## config.mk

```make
export PLATFORM = sky130hd
export DESIGN_NAME = port_fault_monitor
export DESIGN_NICKNAME = d
export VERILOG_FILES = /design/src/rtl/pfm_pkg.sv /design/src/rtl/pfm_rst_sync.sv /design/src/rtl/pfm_qual_timer.sv /design/src/rtl/pfm_port_slice.sv /design/src/rtl/port_fault_monitor.sv
export SDC_FILE = /design/constraint.sdc
export NUM_CORES = 1
export LEC_CHECK = 0
export ABC_CLOCK_PERIOD_IN_PS = 2900
export CELL_PAD_IN_SITES_DETAIL_PLACEMENT = 0
export CELL_PAD_IN_SITES_GLOBAL_PLACEMENT = 2
export CORE_UTILIZATION = 38
export DETAILED_ROUTE_END_ITERATION = 10
export GPL_TIMING_DRIVEN = 0
export HOLD_SLACK_MARGIN = 0.15
export PLACE_DENSITY = 0.88
export RECOVER_POWER = 50
export SYNTH_ARGS = -nofsm -noshare
export SYNTH_HDL_FRONTEND = slang
export SYNTH_HIERARCHICAL = 1
export SYNTH_SLANG_ARGS = --single-unit
```

## constraint.sdc

```tcl
create_clock -name clk -period 2.9 [get_ports clk]
set_input_delay 0.435 -clock clk [delete_from_list [all_inputs] [get_ports clk]]
set_output_delay 0.435 -clock clk [all_outputs]
set_load 0.01 [all_outputs]
```

## src/rtl/pfm_pkg.sv

```systemverilog
package pfm_pkg;

  typedef struct packed {
    logic fet_bad;
    logic disc_evt;
  } port_flags_t;

  // Either enable bit selects DC undercurrent disconnect.
  function automatic logic dis_active(input logic dc_en, input logic ac_en);
    return dc_en | ac_en;
  endfunction

endpackage

```

## src/rtl/pfm_rst_sync.sv

```systemverilog
module pfm_rst_sync (
  input  logic clk,
  input  logic rst_n,
  output logic rst_sync_n
);

  logic [1:0] stage_q;

  always_ff @(posedge clk or negedge rst_n) begin
    if (!rst_n) stage_q <= 2'b00;
    else        stage_q <= {stage_q[0], 1'b1};
  end

  assign rst_sync_n = stage_q[1];

endmodule

```

## src/rtl/pfm_qual_timer.sv

```systemverilog
module pfm_qual_timer #(
  parameter int unsigned LIMIT = 4
) (
  input  logic clk,
  input  logic rst_n,
  input  logic clr,
  input  logic run,
  input  logic tick,
  output logic expire
);

  localparam int unsigned CW = (LIMIT > 1) ? $clog2(LIMIT) : 1;
  localparam logic [CW-1:0] LAST = CW'(LIMIT - 1);

  logic [CW-1:0] cnt_q, cnt_d;
  logic          at_last;

  assign at_last = (cnt_q == LAST);
  assign expire  = run & tick & at_last & ~clr;

  always_comb begin
    cnt_d = cnt_q;
    if (clr || !run) begin
      cnt_d = '0;
    end else if (tick) begin
      cnt_d = at_last ? '0 : cnt_q + 1'b1;
    end
  end

  always_ff @(posedge clk or negedge rst_n) begin
    if (!rst_n) cnt_q <= '0;
    else        cnt_q <= cnt_d;
  end

endmodule

```

## src/rtl/pfm_port_slice.sv

```systemverilog
module pfm_port_slice
  import pfm_pkg::*;
#(
  parameter int unsigned FET_QUAL_TICKS = 4,
  parameter int unsigned DIS_TICKS      = 5
) (
  input  logic clk,
  input  logic rst_n,
  input  logic tick,
  input  logic port_rst,
  input  logic abn_volt,
  input  logic undercur,
  input  logic dc_en,
  input  logic ac_en,
  input  logic port_on,
  output logic disable_req,
  output logic weak_pd,
  output logic fet_bad,
  output logic disc_evt
);

  port_flags_t flags_q, flags_d;
  logic        fet_expire, dis_expire;
  logic        fet_clr, dis_clr, dis_run;

  assign fet_clr = port_rst | flags_q.fet_bad;
  assign dis_clr = port_rst | flags_q.fet_bad | flags_q.disc_evt;
  assign dis_run = undercur & port_on & dis_active(dc_en, ac_en);

  pfm_qual_timer #(.LIMIT(FET_QUAL_TICKS)) u_fet_timer (
    .clk    (clk),
    .rst_n  (rst_n),
    .clr    (fet_clr),
    .run    (abn_volt),
    .tick   (tick),
    .expire (fet_expire)
  );

  pfm_qual_timer #(.LIMIT(DIS_TICKS)) u_dis_timer (
    .clk    (clk),
    .rst_n  (rst_n),
    .clr    (dis_clr),
    .run    (dis_run),
    .tick   (tick),
    .expire (dis_expire)
  );

  always_comb begin
    flags_d = flags_q;
    if (port_rst) begin
      flags_d = '0;
    end else begin
      if (fet_expire) flags_d.fet_bad  = 1'b1;
      if (dis_expire) flags_d.disc_evt = 1'b1;
    end
  end

  always_ff @(posedge clk or negedge rst_n) begin
    if (!rst_n) flags_q <= '0;
    else        flags_q <= flags_d;
  end

  assign fet_bad     = flags_q.fet_bad;
  assign disc_evt    = flags_q.disc_evt;
  assign weak_pd     = flags_q.fet_bad;
  assign disable_req = flags_q.fet_bad | flags_q.disc_evt;

endmodule

```

## src/rtl/port_fault_monitor.sv

```systemverilog
module port_fault_monitor #(
  parameter int unsigned NUM_PORTS      = 4,
  parameter int unsigned FET_QUAL_TICKS = 180,
  parameter int unsigned DIS_TICKS      = 300
) (
  input  logic                 clk,
  input  logic                 rst_n,
  input  logic                 tick_i,
  input  logic [NUM_PORTS-1:0] port_rst_i,
  input  logic [NUM_PORTS-1:0] abn_volt_i,
  input  logic [NUM_PORTS-1:0] undercur_i,
  input  logic [NUM_PORTS-1:0] dc_dis_en_i,
  input  logic [NUM_PORTS-1:0] ac_dis_en_i,
  input  logic [NUM_PORTS-1:0] port_on_i,
  output logic [NUM_PORTS-1:0] disable_req_o,
  output logic [NUM_PORTS-1:0] weak_pd_o,
  output logic [NUM_PORTS-1:0] fet_bad_o,
  output logic [NUM_PORTS-1:0] disc_evt_o
);

  logic rst_int_n;

  pfm_rst_sync u_rst_sync (
    .clk        (clk),
    .rst_n      (rst_n),
    .rst_sync_n (rst_int_n)
  );

  for (genvar p = 0; p < NUM_PORTS; p++) begin : g_port
    pfm_port_slice #(
      .FET_QUAL_TICKS (FET_QUAL_TICKS),
      .DIS_TICKS      (DIS_TICKS)
    ) u_slice (
      .clk         (clk),
      .rst_n       (rst_int_n),
      .tick        (tick_i),
      .port_rst    (port_rst_i[p]),
      .abn_volt    (abn_volt_i[p]),
      .undercur    (undercur_i[p]),
      .dc_en       (dc_dis_en_i[p]),
      .ac_en       (ac_dis_en_i[p]),
      .port_on     (port_on_i[p]),
      .disable_req (disable_req_o[p]),
      .weak_pd     (weak_pd_o[p]),
      .fet_bad     (fet_bad_o[p]),
      .disc_evt    (disc_evt_o[p])
    );
  end

endmodule

```

# Word-level counts from Yosys, hierarchy flattened
# Cells that the tools add are included.
[totals]
register_bits = 78
inputBits = 27
elab_cells = 157
[op_classes]
mux = 36
n_addsub = 8
bitwise_logic = 56
reduce_logical = 32
n_eq_ne = 8
[ops]
columns = ["operator", "count"]
rows = [
  ["$mux 9", 12],
  ["$mux 8", 12],
  ["$add 9x1->9 const B", 4],
  ["$eq 9x9->1 const B", 4],
  ["$add 8x1->8 const B", 4],
  ["$and 1x1->1", 32],
  ["$eq 8x8->1 const B", 4],
  ["$reduce_bool 2->1", 16],
  ["$or 1x1->1", 16],
  ["$logic_not 1->1", 8],
  ["$logic_or 1x1->1", 8],
  ["$mux 1", 8],
  ["$mux 2", 4],
  ["$not 1->1", 8],
]

# Depth between registers and ports, before layout
# Gate-level depths: netlist (run 1).
[logic_depth]
depth_word = 7
depth_mapped = 6

# By module
# The synthesis (run 1) kept the hierarchy.
[modules_own_cells]
columns = ["mod", "instances", "area_per_inst_um2", "cells_each"]
rows = [
  ["pfm_qual_timer at g_port[0].u_slice.u_dis_timer ...", 4, 538.0, 54],
  ["pfm_qual_timer at g_port[0].u_slice.u_fet_timer ...", 4, 461.7, 43],
  ["pfm_port_slice", 4, 106.4, 9],
  ["pfm_rst_sync", 1, 53.8, 3],
]

# Worst setup path after synthesis (run 1)
# OpenSTA, ideal clock, no wires.
[synth_timing]
path_kind = "register to register"
start = "register g_port[0].u_slice.flags_q, in the netlist g_port[0].u_slice/fet_bad"
end = "register g_port[0].u_slice.u_dis_timer.cnt_q[6]"
period_less_slack_ps = 1555
t_arrival_ps = 1473
setup_time_ps = 82
required_time_ps = 2818
setup_slack_ps = 1345
stages_incl_launch_ff = 7
cell_sequence = "dfrtp_1 > or3_1 > nand3b_1 > a21oi_2 > buf_6 > a41oi_1 > a31oi_1"
[synth_between]
elab_chain_len = 4
word_cells_on_any_way = 5
cone_classes = "1 x mux; 2 x bitwise; 2 x reduce/logical"
[synth_lines]
columns = ["element", "line", "rtl"]
rows = [
  ["from (decl)", "pfm_port_slice.sv:22", "port_flags_t flags_q, flags_d;"],
  ["from (signal assigned)", "pfm_port_slice.sv:60", "else flags_q <= flags_d;"],
  ["$or 1x1->1 (*) (2 in series)", "pfm_port_slice.sv:27", "assign dis_clr = port_rst | flags_q.fet_bad | flags_q.disc_evt;"],
  ["named net g_port[0].u_slice.dis_clr", "pfm_port_slice.sv:24", "logic fet_clr, dis_clr, dis_run;"],
  ["$logic_or 1x1->1 (*)", "pfm_qual_timer.sv:23", "if (clr || !run) begin"],
  ["$mux 9 or $reduce_bool 2->1 (tied branches)", "--", ""],
  ["to (signal assigned)", "pfm_qual_timer.sv:32", "else cnt_q <= cnt_d;"],
  ["to (decl)", "pfm_qual_timer.sv:15", "logic [CW-1:0] cnt_q, cnt_d;"],
]
# Mark *: on every way through the listed nets, which the timed path passes. The rest lies on a longest branch.
# A chain may end at the register's enable or synchronous reset.

# Final worst setup path (run 1)
[layout_timing]
start = "register g_port[2].u_slice.flags_q, in the netlist g_port[2].u_slice/fet_bad"
end = "output disable_req_o[2]"
[layout_between]
elab_chain_len = 1
[layout_lines]
columns = ["element", "line", "rtl"]
rows = [
  ["from (decl)", "pfm_port_slice.sv:22", ""],
  ["from (signal assigned)", "pfm_port_slice.sv:60", ""],
  ["$or 1x1->1", "pfm_port_slice.sv:66", "assign disable_req = flags_q.fet_bad | flags_q.disc_evt;"],
  ["to (decl)", "port_fault_monitor.sv:15", "output logic [NUM_PORTS-1:0] disable_req_o,"],
]
# No other way between the ends.

==> run_results.csv, run 1 <==
group,metric,value,unit
final_layout,final.fill_count,1080,
worst_setup_path,arrival,1510,ps
worst_setup_path,rr_endpoint,"g_port[2].u_slice/u_dis_timer/cnt_q[6]",
worst_setup_path,r2r-start,"g_port[2].u_slice/fet_bad",
power_and_ir_drop,ir_drop,0.439,mV
routing,drtIter0Drc,171,
worst_setup_path,critical_path_required,2470,ps
routing,via_count,3436,
logic_synthesis,yosys_register_bits,78,
sta,period_share,67.1,%
hold_path,hp-class,"input pin to async pin",
power_and_ir_drop,p_leak,0.00237,uW
place,dpl.hpwl,6100,um
worst_setup_path,worst-setup-path-type,"register to output port",
routing,routed_via_density,5.46,
worst_setup_path,r2r_slack,1200,ps
sta,skew,3.03,ps
worst_setup_path,crit_family,"buffers and inverters",
clocking,postCtsSetupRepairBufs,0,
final_layout,diodes,0,
clocking,htreeDepth,3,
worst_setup_path,end_kind,"output port",
final_layout,multi_input_area,2390,um^2
final_layout,layout_common_cells,"dfrtp_1, nand2_1, clkdlybuf4s50_1, a31oi_1",
routing,drcViolationCount,0,
clocking,cts_root_buffer,"clkbuf_16",
logic_synthesis,syn_area_per_cell,10.5,um^2
flow_run,drv_cap,0,
worst_setup_path,slowest_stage,"clkdlybuf4s50_1",
sta,setup_viol,0,
logic_synthesis,yosysUniqueCellTypes,39,
clocking,post_cts_resize_count,0,
die,initial_utilization,39.1,%
final_layout,area_growth,21.4,%
clocking,cts_tree,"done",
global_route,grt_first_pass_wirelength,15800,um
worst_setup_path,max_stage_delay,480,ps
die,rows,39,
outcome,status,"completed",
power_and_ir_drop,power.density,468,nW/um^2
logic_synthesis,synthFlopType,"dfrtp_1",
logic_synthesis,syn-num-nets,462,
routing,wl,8880,um
clocking,clk_latency,340,ps
logic_synthesis,yosys_warnings,6,
place,gp_congestion,0.748,
global_route,grt_pass1_vias,3390,
sta,tightest_slew,1030,ps
logic_synthesis,syn_area,4480,um^2
die,die_x,111,um
sta,fmax,514,MHz
final_layout,final-seq-area,1950,um^2
routing,wl_per_cell,14.1,um
die,dieArea,12200,um^2
worst_setup_path,worst-path-buf-inv,1,
worst_setup_path,worstSetupStartpointType,"register",
worst_setup_path,rr_worst_depth,6,
routing,dr.pass1.iters,4,
logic_synthesis,async_reset_ff_share,100,%
global_route,grt_usage,15.7,%
global_route,grt_max_degree,55,
worst_setup_path,path_cells,"or2_1 -> clkdlybuf4s50_1",
logic_synthesis,synth_edf_count,0,
sta,hold_viol,0,
sta,holdWs,324,ps
final_layout,drive_gt1_share,18.5,%
logic_synthesis,syn_inst,427,
global_route,antenna_found_initial,0,
routing,ant_nets,0,
clocking,cts.sinks,78,
final_layout,finalNetCount,516,
power_and_ir_drop,finalPower,2550,uW
clocking,clockBufferDepth,2,
sta,rsz0062_at_grt,"false",
clocking,holdBufCountCts,0,
worst_setup_path,cp_max_fo,6,
die,core_area,11500,um^2
clocking,numCtsBuffers,9,
final_layout,final_common_cell,"dfrtp_1",
sta,fin_crit,1950,ps
global_route,grt_remaining_overflow,0,
logic_synthesis,seq_area_frac_synth,43.6,%
die,fp.dieH,111,um
sta,slew_headroom,31.3,%
clocking,clkSlewWorstSetupHoldPaths,60,ps
worst_setup_path,cp_num_cells,2,
die,pin_count,43,
sta,finalMaxSlewViolations,0,
place,port_buffers,42,
worst_setup_path,startpoint,"g_port[2].u_slice/fet_bad",
[sequential cells by signal (all words and copies together), names as in the netlist]
name                              cells
g_port.u_slice/disc_evt               4
g_port.u_slice/fet_bad                4
g_port.u_slice/u_dis_timer/cnt_q     36
g_port.u_slice/u_fet_timer/cnt_q     32
u_rst_sync/stage_q                    2
[stage by stage]
step           util (%)  setup slack [ps]  instance area, um^2  cells  TNS [ps]
2_1_floorplan         -               567                 4480    427         0
3_3_place_gp       44.3              -495                 5080    612    -38510
3_5_place_dp       44.5               718                 5100    613         0
4_1_cts            47.5               914                 5440    629         0
5_1_grt            47.4               889                 5440    629         0
6_report           47.4               953                 5440    629         0
[cell families after synthesis]
| group | after synthesis | share of synthesized area, % |
|---|---|---|
| AOI/OAI and AO/OA | 116 | 21.0 |
| muxes | 12 | 2.91 |
| DFF | 78 | 43.6 |
| and+or+nand+nor | 184 | 25.6 |
| other | 1 | 0.0837 |
| adders and majority gates | 8 | 2.24 |
| buffers and inverters | 20 | 3.02 |
| xor gates and xnor gates | 8 | 1.56 |
[worst max-delay path by stage]
stage / to / slack, ps
after floorplan: g_port[0].u_slice/disc_evt / 570
after CTS: disable_req_o[2] / 910
after global routing: disable_req_o[2] / 890
final: disable_req_o[2] / 950
after global placement: g_port[0].u_slice/disc_evt / -490
after detailed placement: g_port[2].u_slice/u_fet_timer/cnt_q[5] / 720
[cell type report]
cell class | instances | share of cell area [%]
buffer | 16 | 2.21
sequential | 78 | 35.9
multi-input combinational | 329 | 44.0
clock inverter | 7 | 2.07
inverter | 4 | 0.276
tap | 143 | 3.29
timing repair buffer | 43 | 8.15
clock buffer | 9 | 4.14
[cell usage after synthesis (all sizes together) (12+ instances only)]
cell type | instances | area [um^2]
o21ba | 12 | 120
nor2 | 24 | 90.1
and3 | 20 | 130
nand3 | 24 | 120
or2 | 12 | 75.1
nand2 | 40 | 150
nand2b | 20 | 125
dfrtp | 78 | 1950
buf | 12 | 105
a22o | 16 | 140
a21oi | 24 | 135
a31oi | 36 | 225
a41oi | 12 | 180
[per-layer routing]
layer | vias to the layer above | global-route usage [%] | part of all wire (%)
met5 | - | 0 | 0
met1 | 1661 | 20.0 | 48
met3 | 8 | 5.16 | 3.6
met2 | 57 | 25.3 | 47
met4 | 0 | 5.07 | 1.4
li1 | 1710 | - | -
[power breakdown]
part | switching, uW | internal [uW]
logic | 71.5 | 71.3
clock network | 456 | 836
registers | 15.6 | 1100
(Power assumes the default switching activity.)
==> inputs of run 2 (changes only) <==
ABC_CLOCK_PERIOD_IN_PS = 2000   (was 2900)
clock period = 2 ns   (was 2.9 ns; I/O delays follow)
==> run 2 against run 1 <==
Against the previous run:
- clock-buffer cell count grew 3
- clock power grew 27%
- non-clock buffer count grew 1
- core utilization shrank 0.45 points
- clock skew grew 1.8 ps
- cell area shrank 0.94%
- die area is the same
- routed wire length shrank 1.5%
- critical path type unchanged
==> run_results.csv, run 2 (synthesized netlist as in run 1, its figures left out) <==
group,metric,value,unit
die,fp.dieH,111,um
hold_path,hp-class,"register to register",
global_route,grt_first_pass_wirelength,15500,um
place,place_ws,-11.4,ps
power_and_ir_drop,ir_drop,0.434,mV
sta,tns,0,ps
worst_setup_path,worst-path-buf-inv,1,
clocking,clockBufferDepth,2,
worst_setup_path,worstSetupStartpointType,"register",
global_route,grt_usage,15.3,%
final_layout,stdcell_area,5390,um^2
worst_setup_path,end_kind,"output port",
final_layout,largest_reg_flops,36,
die,pin_count,43,
routing,drtIter0Drc,149,
clocking,post_cts_resize_count,0,
worst_setup_path,worst-setup-path-type,"register to output port",
outcome,status,"completed",
routing,ant_nets,0,
power_and_ir_drop,finalPower,3450,uW
routing,wl,8750,um
worst_setup_path,r2r-start,"g_port[1].u_slice/fet_bad",
clocking,htreeDepth,3,
place,port_buffers,42,
clocking,postCtsSetupRepairBufs,0,
place,placed_area,5100,um^2
sta,period_share,88.6,%
routing,drcViolationCount,0,
die,initial_utilization,39.1,%
die,core_area,11500,um^2
global_route,grt_remaining_overflow,0,
place,dp.cells,613,
worst_setup_path,path_cells,"or2_1 -> clkdlybuf4s50_1",
routing,dr.pass1.iters,4,
sta,slew_headroom,40.6,%
worst_setup_path,r2r_slack,290,ps
die,rows,39,
hold_path,hold_depth,0,
clocking,clkSlewWorstSetupHoldPaths,60,ps
clocking,cts_tree,"done",
routing,wl_per_cell,13.9,um
routing,routed_via_density,5.46,
sta,hold_viol,0,
sta,fin_crit,1770,ps
final_layout,max_flop_register,"g_port.u_slice/u_dis_timer/cnt_q",
global_route,grt_pass1_vias,3353,
sta,finalMaxSlewViolations,0,
routing,via_count,3442,
sta,rsz0062_at_grt,"false",
final_layout,area_growth,20.3,%
final_layout,finalNetCount,517,
sta,fmax,564,MHz
worst_setup_path,rr_endpoint,"g_port[1].u_slice/u_dis_timer/cnt_q[6]",
clocking,cts.sinks,78,
clocking,cts_root_buffer,"clkbuf_16",
global_route,antenna_found_initial,0,
sta,fin_ws,227,ps
final_layout,final_common_cell,"dfrtp_1",
global_route,grt_max_degree,41,
die,dieArea,12200,um^2
worst_setup_path,slowest_stage,"clkdlybuf4s50_1",
final_layout,drive_gt1_share,18.1,%
flow_run,drv_cap,0,
hold_path,hold-path-endpoint,"u_rst_sync/stage_q[1]",
worst_setup_path,crit_family,"buffers and inverters",
worst_setup_path,critical_path_required,1700,ps
final_layout,diodes,0,
die,die_x,111,um
power_and_ir_drop,power.density,641,nW/um^2
sta,skew,4.88,ps
worst_setup_path,rr_worst_depth,6,
hold_path,hp-start,"u_rst_sync/stage_q[0]",
sta,setup_viol,0,
final_layout,layout_common_cells,"dfrtp_1, nand2_1, clkdlybuf4s50_1, a31oi_1",
clocking,clk_latency,330,ps
final_layout,largestRegisters,"g_port.u_slice/u_dis_timer/cnt_q: 36 flops, g_port.u_slice/u_fet_timer/cnt_q: 32 flops",
worst_setup_path,arrival,1470,ps
place,dpl.hpwl,6130,um
power_and_ir_drop,p_leak,0.00234,uW
clocking,numCtsBuffers,9,
worst_setup_path,cp_max_fo,6,
sta,tightest_slew,892,ps
final_layout,instances_no_fill,630,
worst_setup_path,max_stage_delay,480,ps
place,gp_congestion,0.772,
[run 2: how the worst max path moves through the flow]
| stage | to | startpoint | cells after the start | slack, ps |
|---|---|---|---|---|
| after floorplan | g_port[0].u_slice/u_dis_timer/cnt_q[6] | g_port[0].u_slice/fet_bad | 6 | 450 |
| after global placement | g_port[2].u_slice/u_fet_timer/cnt_q[5] | tick_i | 5 | -890 |
| after detailed placement | g_port[1].u_slice/u_dis_timer/cnt_q[6] | port_rst_i[1] | 7 | -10 |
| after CTS | disable_req_o[1] | g_port[1].u_slice/fet_bad | 2 | 200 |
| after global routing | g_port[3].u_slice/u_dis_timer/cnt_q[6] | g_port[3].u_slice/fet_bad | 6 | 130 |
| final | disable_req_o[1] | g_port[1].u_slice/fet_bad | 2 | 230 |
[run 2: final cells by class]
class | instances | area [um^2]
Tap cell | 143 | 179
Clock inverter | 4 | 45.0
Buffer | 16 | 120
Clock buffer | 12 | 256
Sequential cell | 78 | 1950
Fill cell | 1103 | 6080
Multi-Input combinational cell | 329 | 2380
Timing Repair Buffer | 44 | 433
Inverter | 4 | 15.0
[run 2: per-stage QoR]
step	utilization, %	hold WS (ps)
finish	47.0	348
floorplan	-	4.41
global placement	44.3	335
global route	47.0	370
CTS	47.2	351
detailed placement	44.4	337
[run 2: layer usage]
layer / part of all wire (%) / track usage (%)
met1: 51 / 20.7
met2: 45 / 23.9
met3: 2.8 / 2.31
met4: 1.5 / 7.29
met5: 0 / 0
[run 2: where the power goes]
group	leakage [uW]	internal (uW)	switching (uW)
Sequential	0.00108	1590	28.7
Clock	0.000152	1030	608
Combinational	0.00111	100	96.4
[run 2: worst register-to-register path, cell delays in order, from the launching register on]
cell and delay [ps]:
dfrtp_1 430, or3_1 400, nand3b_1 190, a21oi_2 200
buf_6 160, a41oi_1 120, a31oi_1 150
[run 2: timing repair]
action | 4_1_cts | 5_1_grt
hold buffers | 1 | 0
setup endpoints to repair | 0 | 0
hold endpoints to repair | 2 | 0
==> inputs of run 3 (changes only) <==
GPL_TIMING_DRIVEN = unset   (was 0)
REMOVE_ABC_BUFFERS = 1   (was unset)
==> run 3 against run 2 <==
Against the previous run:
- die area unchanged
- clock power barely moved
- global-route usage is 0.36 points higher
- highest routed layer unchanged
- total power increased by 0.62%
- via count shrank 0.23%
==> run_results.csv, run 3 (synthesized netlist as in run 1, its figures left out) <==
group,metric,value,unit
global_route,grt_pass1_vias,3261,
die,core_area,11500,um^2
final_layout,finalNetCount,511,
worst_setup_path,startpoint,"g_port[2].u_slice/fet_bad",
worst_setup_path,worstSetupStartpointType,"register",
clocking,numCtsBuffers,9,
clocking,htreeDepth,3,
clocking,clk_latency,340,ps
global_route,grt_remaining_overflow,0,
sta,tns,0,ps
worst_setup_path,worst-setup-path-type,"register to output port",
sta,setup_viol,0,
final_layout,max_flop_register,"g_port.u_slice/u_dis_timer/cnt_q",
worst_setup_path,arrival,1480,ps
routing,ant_nets,0,
final_layout,layout_common_cells,"dfrtp_1, clkdlybuf4s50_1, nand2_1, a31oi_1",
routing,dr.pass1.iters,4,
clocking,post_cts_resize_count,0,
sta,skew,4.11,ps
final_layout,drive_gt1_share,17.5,%
die,pin_count,43,
final_layout,largestRegisters,"g_port.u_slice/u_dis_timer/cnt_q: 36 flops, g_port.u_slice/u_fet_timer/cnt_q: 32 flops",
sta,tightest_slew,803,ps
sta,rsz0062_at_grt,"false",
clocking,cts_root_buffer,"clkbuf_16",
worst_setup_path,crit_family,"buffers and inverters",
worst_setup_path,max_stage_delay,480,ps
place,dpl.hpwl,6160,um
clocking,clockBufferDepth,2,
routing,routed_via_density,5.50,
outcome,status,"completed",
place,port_buffers,42,
die,dieArea,12200,um^2
global_route,grt_first_pass_wirelength,15500,um
routing,wl,8950,um
worst_setup_path,cp_max_fo,6,
final_layout,largest_reg_flops,36,
final_layout,area_growth,19.6,%
die,rows,39,
clocking,clkSlewWorstSetupHoldPaths,60,ps
clocking,cts.sinks,78,
power_and_ir_drop,ir_drop,0.535,mV
sta,period_share,89.0,%
die,die_x,111,um
place,gp_congestion,0.782,
sta,fmax,562,MHz
hold_path,hp-class,"register to async pin",
global_route,grt_max_degree,37,
power_and_ir_drop,p_leak,0.00233,uW
final_layout,diodes,0,
final_layout,final_common_cell,"dfrtp_1",
routing,drtIter0Drc,114,
global_route,grt_usage,15.6,%
worst_setup_path,critical_path_required,1700,ps
power_and_ir_drop,power.density,649,nW/um^2
final_layout,stdcell_area,5360,um^2
sta,fin_crit,1780,ps
global_route,antenna_found_initial,0,
power_and_ir_drop,finalPower,3470,uW
routing,via_count,3434,
routing,wl_per_cell,14.3,um
sta,slew_headroom,46.5,%
clocking,cts_tree,"done",
worst_setup_path,end_kind,"output port",
flow_run,drv_cap,0,
final_layout,fin_util,46.7,%
final_layout,final.fill_count,1084,
worst_setup_path,r2r-start,"g_port[3].u_slice/fet_bad",
worst_setup_path,path_cells,"or2_1 -> clkdlybuf4s50_1",
die,initial_utilization,39.1,%
worst_setup_path,slowest_stage,"clkdlybuf4s50_1",
sta,holdWs,299,ps
sta,finalMaxSlewViolations,0,
worst_setup_path,worst-path-buf-inv,1,
die,fp.dieH,111,um
sta,hold_viol,0,
place,placed_area,5070,um^2
routing,drcViolationCount,0,
-- run 3: cell types whose count changed in the layout (fill, tap and decap cells not counted) --
cell,before,now
dfrtp_2,1,0
nand3b_2,3,4
clkbuf_1,5,2
clkdlybuf4s50_1,40,41
nor2b_1,1,2
dfrtp_4,0,1
buf_6,4,0
buf_2,1,0
clkbuf_4,1,0
nand3b_1,5,4
nor2b_2,3,2
clkbuf_2,0,1
buf_12,0,1
-- run 3: final timing paths --
path | to | slack, ps | cells after the start
setup / recovery | disable_req_o[2] | 220 | 2
hold / removal | g_port[1].u_slice/u_dis_timer/cnt_q[6] | 300 | 0
hold reg to reg | g_port[1].u_slice/u_dis_timer/cnt_q[6] | 300 | 0
setup reg to reg | g_port[3].u_slice/u_dis_timer/cnt_q[5] | 280 | 6
min in group clk | u_rst_sync/stage_q[1] | 350 | 0
max in group asynchronous | g_port[3].u_slice/u_dis_timer/cnt_q[2] | 550 | 1
-- run 3: per-layer routing --
| metal | track usage, % | vias to the layer above | part of all wire [%] | wire length [um] |
|---|---|---|---|---|
| met5 | 0 | - | 0 | 0 |
| met4 | 5.07 | 0 | 1.3 | 113 |
| met3 | 4.94 | 9 | 3.8 | 338 |
| met2 | 24.1 | 53 | 46 | 4090 |
| met1 | 20.8 | 1666 | 49 | 4400 |
| li1 | - | 1706 | - | - |
-- run 3: report_power, final --
part / leakage [uW] / total [uW] / internal, uW / switching [uW]
logic: 0.00110 / 209 / 108 / 101
registers: 0.00108 / 1620 / 1590 / 27.6
clock network: 0.000152 / 1650 / 1030 / 618
total: 0.00233 / 3470 / 2730 / 746
-- run 3: final cells by class --
class | count | area [um^2] | share of cell area (%)
Clock buffer | 12 | 256 | 4.79
Clock inverter | 4 | 45.0 | 0.841
Inverter | 4 | 15.0 | 0.280
Multi-Input combinational cell | 329 | 2390 | 44.5
Sequential cell | 78 | 1960 | 36.5
Tap cell | 143 | 179 | 3.34
Timing Repair Buffer | 54 | 519 | 9.69
-- run 3: timing repair --
item,4_1_cts,5_1_grt
hold endpoints to repair,2,0
buffers inserted,0,0
hold buffers,1,0
-- run 3: stage by stage --
step | setup WS (ps) | cells
finish | 220 | 624
global route | 133 | 624
CTS | 184 | 624
detailed placement | -36.7 | 607
global placement | 22.8 | 607
floorplan | -333 | 411
